**src/rtl/sar_serial_pkg.sv**
```systemverilog
package sar_serial_pkg;
  typedef enum logic [1:0] {
    PH_IDLE = 2'd0,
    PH_LEAD = 2'd1,
    PH_CONV = 2'd2,
    PH_TAIL = 2'd3
  } phase_t;
endpackage

```
**src/rtl/sar_edge_detect.sv**
```systemverilog
module sar_edge_detect #(
  parameter int              WIDTH   = 1,
  parameter logic [WIDTH-1:0] RST_VAL = '0
) (
  input  logic             clk,
  input  logic             rst,
  input  logic [WIDTH-1:0] din,
  output logic [WIDTH-1:0] rise,
  output logic [WIDTH-1:0] fall
);
  logic [WIDTH-1:0] prev;

  always_ff @(posedge clk) begin
    if (rst) prev <= RST_VAL;
    else     prev <= din;
  end

  for (genvar g = 0; g < WIDTH; g++) begin : g_bit
    assign rise[g] = din[g] & ~prev[g];
    assign fall[g] = ~din[g] & prev[g];
  end
endmodule

```
**src/rtl/sar_wake_timer.sv**
```systemverilog
module sar_wake_timer #(
  parameter int WAKE_CYC = 256
) (
  input  logic clk,
  input  logic rst,
  input  logic pd_n,
  output logic awake
);
  localparam int CW = $clog2(WAKE_CYC + 1);
  logic [CW-1:0] cnt;

  assign awake = (cnt == CW'(WAKE_CYC));

  always_ff @(posedge clk) begin
    if (rst || !pd_n) cnt <= '0;
    else if (!awake)  cnt <= cnt + CW'(1);
  end
endmodule

```
**src/rtl/sar_trial_core.sv**
```systemverilog
module sar_trial_core #(
  parameter int NBITS = 12
) (
  input  logic             clk,
  input  logic             rst,
  input  logic             start,
  input  logic             step,
  input  logic             abort,
  input  logic             cmp_ge,
  output logic [NBITS-1:0] trial,
  output logic             busy,
  output logic             last
);
  localparam int              PW  = $clog2(NBITS);
  localparam logic [NBITS-1:0] MID = NBITS'(1) << (NBITS - 1);

  logic [PW-1:0] ptr;

  assign last = busy && (ptr == '0);

  always_ff @(posedge clk) begin
    if (rst) begin
      trial <= '0;
      ptr   <= '0;
      busy  <= 1'b0;
    end else if (abort) begin
      busy  <= 1'b0;
      ptr   <= '0;
    end else if (start) begin
      trial <= MID;
      ptr   <= PW'(NBITS - 1);
      busy  <= 1'b1;
    end else if (step && busy) begin
      trial[ptr] <= cmp_ge;
      if (ptr != '0) begin
        trial[ptr - PW'(1)] <= 1'b1;
        ptr <= ptr - PW'(1);
      end else begin
        busy <= 1'b0;
      end
    end
  end
endmodule

```
**src/rtl/sar_serial_conv.sv**
```systemverilog
module sar_serial_conv #(
  parameter int RES_BITS   = 10,
  parameter int SUB_BITS   = 2,
  parameter int LEAD_ZEROS = 2,
  parameter int WAKE_CYC   = 256,
  localparam int NBITS     = RES_BITS + SUB_BITS
) (
  input  logic             clk,
  input  logic             rst,
  input  logic             csel_n,
  input  logic             sclk,
  input  logic             pd_n,
  input  logic             cmp_ge,
  output logic [NBITS-1:0] dac_code,
  output logic             sample_hold,
  output logic             sdo,
  output logic             sdo_en
);
  import sar_serial_pkg::*;

  localparam int LW = $clog2(LEAD_ZEROS + 1);

  logic [1:0] ev_rise, ev_fall;
  logic       sclk_rise, cs_fall, cs_rise, awake;
  logic       core_start, core_step, core_abort, core_busy, core_last;
  phase_t     phase;
  logic [LW-1:0] lead_cnt;

  sar_edge_detect #(.WIDTH(2), .RST_VAL(2'b10)) u_edges (
    .clk  (clk),
    .rst  (rst),
    .din  ({csel_n, sclk}),
    .rise (ev_rise),
    .fall (ev_fall)
  );

  assign sclk_rise = ev_rise[0];
  assign cs_rise   = ev_rise[1];
  assign cs_fall   = ev_fall[1];

  sar_wake_timer #(.WAKE_CYC(WAKE_CYC)) u_wake (
    .clk   (clk),
    .rst   (rst),
    .pd_n  (pd_n),
    .awake (awake)
  );

  assign core_abort = !pd_n || cs_rise;
  assign core_start = pd_n && !cs_rise && cs_fall && awake;
  assign core_step  = pd_n && !cs_rise && !cs_fall && sclk_rise && (phase == PH_CONV);

  sar_trial_core #(.NBITS(NBITS)) u_core (
    .clk    (clk),
    .rst    (rst),
    .start  (core_start),
    .step   (core_step),
    .abort  (core_abort),
    .cmp_ge (cmp_ge),
    .trial  (dac_code),
    .busy   (core_busy),
    .last   (core_last)
  );

  always_ff @(posedge clk) begin
    if (rst || !pd_n) begin
      phase       <= PH_IDLE;
      lead_cnt    <= '0;
      sdo         <= 1'b0;
      sdo_en      <= 1'b0;
      sample_hold <= 1'b0;
    end else if (cs_rise) begin
      phase       <= PH_IDLE;
      lead_cnt    <= '0;
      sdo_en      <= 1'b0;
      sample_hold <= 1'b0;
    end else if (core_start) begin
      phase       <= PH_LEAD;
      lead_cnt    <= '0;
      sdo         <= 1'b0;
      sdo_en      <= 1'b1;
      sample_hold <= 1'b1;
    end else if (sclk_rise && phase != PH_IDLE) begin
      case (phase)
        PH_LEAD: begin
          sdo      <= 1'b0;
          lead_cnt <= lead_cnt + LW'(1);
          if (lead_cnt == LW'(LEAD_ZEROS - 1)) phase <= PH_CONV;
        end
        PH_CONV: begin
          sdo <= cmp_ge;
          if (core_last || !core_busy) begin
            phase       <= PH_TAIL;
            sample_hold <= 1'b0;
          end
        end
        default: sdo <= 1'b0;
      endcase
    end
  end
endmodule

```
**config.mk**
```make
export PLATFORM = sky130hd
export DESIGN_NAME = sar_serial_conv
export DESIGN_NICKNAME = d
export VERILOG_FILES = /design/src/rtl/sar_serial_pkg.sv /design/src/rtl/sar_edge_detect.sv /design/src/rtl/sar_wake_timer.sv /design/src/rtl/sar_trial_core.sv /design/src/rtl/sar_serial_conv.sv
export SDC_FILE = /design/constraint.sdc
export NUM_CORES = 1
export LEC_CHECK = 0
export ABC_AREA = 1
export BUFFER_PORTS_ARGS = -buffer_cell sky130_fd_sc_hd__buf_2
export CORE_MARGIN = 2
export CORE_UTILIZATION = 25
export DETAILED_ROUTE_END_ITERATION = 10
export PLACE_DENSITY_LB_ADDON = 0.1
export REMOVE_ABC_BUFFERS = 1
export SYNTH_ARGS = -nofsm -noshare
export SYNTH_HDL_FRONTEND = slang
export SYNTH_HIERARCHICAL = 1
export SYNTH_SLANG_ARGS = --single-unit
```
**constraint.sdc**
```tcl
create_clock -name clk -period 2.55 [get_ports clk]
set_clock_uncertainty 0.2 [all_clocks]
set_input_delay 0.1275 -clock clk [delete_from_list [all_inputs] [get_ports clk]]
set_output_delay 0.1275 -clock clk [all_outputs]
set_load 0.01 [all_outputs]
```
==> flow_summary_export.csv <==
group,metric,value,unit
routing,drtIter0Drc,69,
cts,cts_tree,"built",
critical_path,worstPathRequired,2570,ps
placement,dpl.hpwl,3.50,mm
global_route,grt_pass1_vias,1727,
job,cap_violations,0,
power,leakagePower,0.986,nW
placement,io_buffers,20,
global_route,grt_pass1_wl,8.04,mm
critical_path,critPathMaxStageDelay,370,ps
placement,finalWeightedCongestion,0.779,
floorplanning,placeableCoreArea,7730,um2
layout,fin_util,30.6,%
timing,fin_crit_sh,87.0,%
placement,dp_cells,423,
critical_path,cp.arrival,2240,ps
layout,mostFrequentLayoutCell,"nand2_1",
critical_path,critPathLaunchType,"flip-flop",
floorplanning,io_pins,21,
cts,clock_latency,290,ps
cts,h-tree-depth,2,
timing,max_freq,0.451,GHz
timing,finalCriticalPeriod,2220,ps
min_path,hp-class,"in2reg",
timing,tightest_slew,443,ps
layout,mostFrequentLayoutCells,"76 x nand2_1, 42 x nor2_1, 39 x inv_1",
routing,wire_per_inst,10.9,um
floorplanning,die_y,93.3,um
synth,syn_area,1990,um2
global_route,overflow,0,
critical_path,path_cells,"inv_1 > ha_1 > inv_1 > nor2_1 > nand2_1 > nor2_4 > nand2_2 > inv_2 > nand2_4 > inv_2 > inv_4 > nand2_2 > nand2_8 > clkinvlp_4 > o21ai_0 > nand2_1 > a21oi_1",
timing,rsz0062_at_grt,"no",
global_route,gr-usage-met1,15.5,%
cts,clockBufferDepth,2,
cts,cts_root_buffer,"clkbuf_8",
power,powerDensity,427,nW/um2
layout,seq_area,701,um2
global_route,grt_usage,11.6,%
layout,fin_cells,436,
critical_path,end_kind,"flip-flop",
global_route,grt_use_met2,18.3,%
cts,clock-sinks,35,
timing,hold_viol,0,
outcome,run_status,"completed",
layout,fin_nets,345,
layout,areaGrowthSynthToFinish,18.4,%
timing,slew_viol_final,0,
routing,viasPerCell,4.29,
floorplanning,rows,32,
critical_path,crit_slowest_cell,"dfxtp_1",
global_route,gr-max-usage-layer,"met2",
routing,drc,0,
synth,syn_inst,304,
critical_path,path_max_fanout,8,
floorplanning,die_x,93.3,um
timing,finalSetupTns,0,ps
floorplanning,design.die.area,8710,um2
routing,detail-route-antenna-nets,0,
global_route,met3_usage,3.06,%
power,vdd_drop_max,0.000168,V
layout,fillers,880,
routing,wl,4.76,mm
global_route,antenna_found_initial,0,
routing,vias,1870,
routing,dr.pass1.iters,4,
synth,avgSynthCellArea,6.56,um2
layout,multi_input_comb_area,1120,um2
critical_path,path_class,"reg2reg",
timing,relSlewSlack,70.4,%
synth,yosysWarnings,6,
cts,cts_made_buffers,5,
global_route,grt_max_degree,19,
cts,cts.clk_slew.worst_paths,80,ps
timing,setup_viol,0,
floorplanning,initial_utilization,25.8,%
layout,drive_gt1_share,19.8,%
layout,antenna_cells,0,
[critical path: cells and delay by family (launching register included)]
family | cells | cell delay [ps]
buffers and inverters | 6 | 470
DFF | 1 | 370
adders and majority gates | 1 | 210
AOI/OAI and AO/OA | 2 | 230
and+or+nand+nor | 8 | 660
[routing by layer]
metal,vias up,wire length [um]
met1,834,2410
li1,1012,-
met3,6,155
met4,0,63
met2,18,2120
met5,-,0
[cell type report]
type	count	share of cell area [%]
timing repair buffer	24	5.72
timing repair inverter	1	0.318
inverter	48	7.89
sequential	35	29.7
clock buffer	5	2.91
tap	102	5.40
multi-input combinational	218	47.2
clock inverter	3	0.847
[metrics by stage]
stage,hold slack (ps),cell area (um2),power [W],setup WS [ps]
after floorplan,-3.43,1970,0.000594,266
after CTS,8.69,2320,0.00104,117
after global placement,142,2210,0.000613,213
after detailed placement,146,2210,0.000613,136
final,17.7,2360,0.00101,333
after global routing,10.1,2360,0.00107,20.8
[repair_timing]
action | in CTS | in global routing
hold buffers | 2 | 0
endpoints found under the hold margin | 3 | 0
endpoints found under the setup margin | 0 | 11
buffers inserted | 0 | 1
resized for setup | 0 | 7
[report_power, final]
group,switching (W),internal (W)
clock network,0.000216,0.000190
registers,0.00000196,0.000549
logic,0.0000354,0.0000156
total,0.000253,0.000755
[state kept, by name (all words and copies together) (netlist names)]
signal,flops
u_wake/cnt,9
u_core/ptr,4
sdo,1
sdo_en,1
u_edges/prev,2
lead_cnt,2
u_core/busy,1
sample_hold,1
u_core/trial,12
phase,2
[final timing paths]
check / to / cells past startpoint / slack, ps / start
worst max-delay path: u_core/trial[9] / 17 / 330 / u_wake/cnt[0]
worst min-delay path: u_wake/cnt[7] / 5 / 20 / pd_n
worst max register to register: u_core/trial[9] / 17 / 330 / u_wake/cnt[0]
worst min register to register: u_core/trial[4] / 2 / 260 / u_core/trial[4]
(Power assumes the default switching activity.)
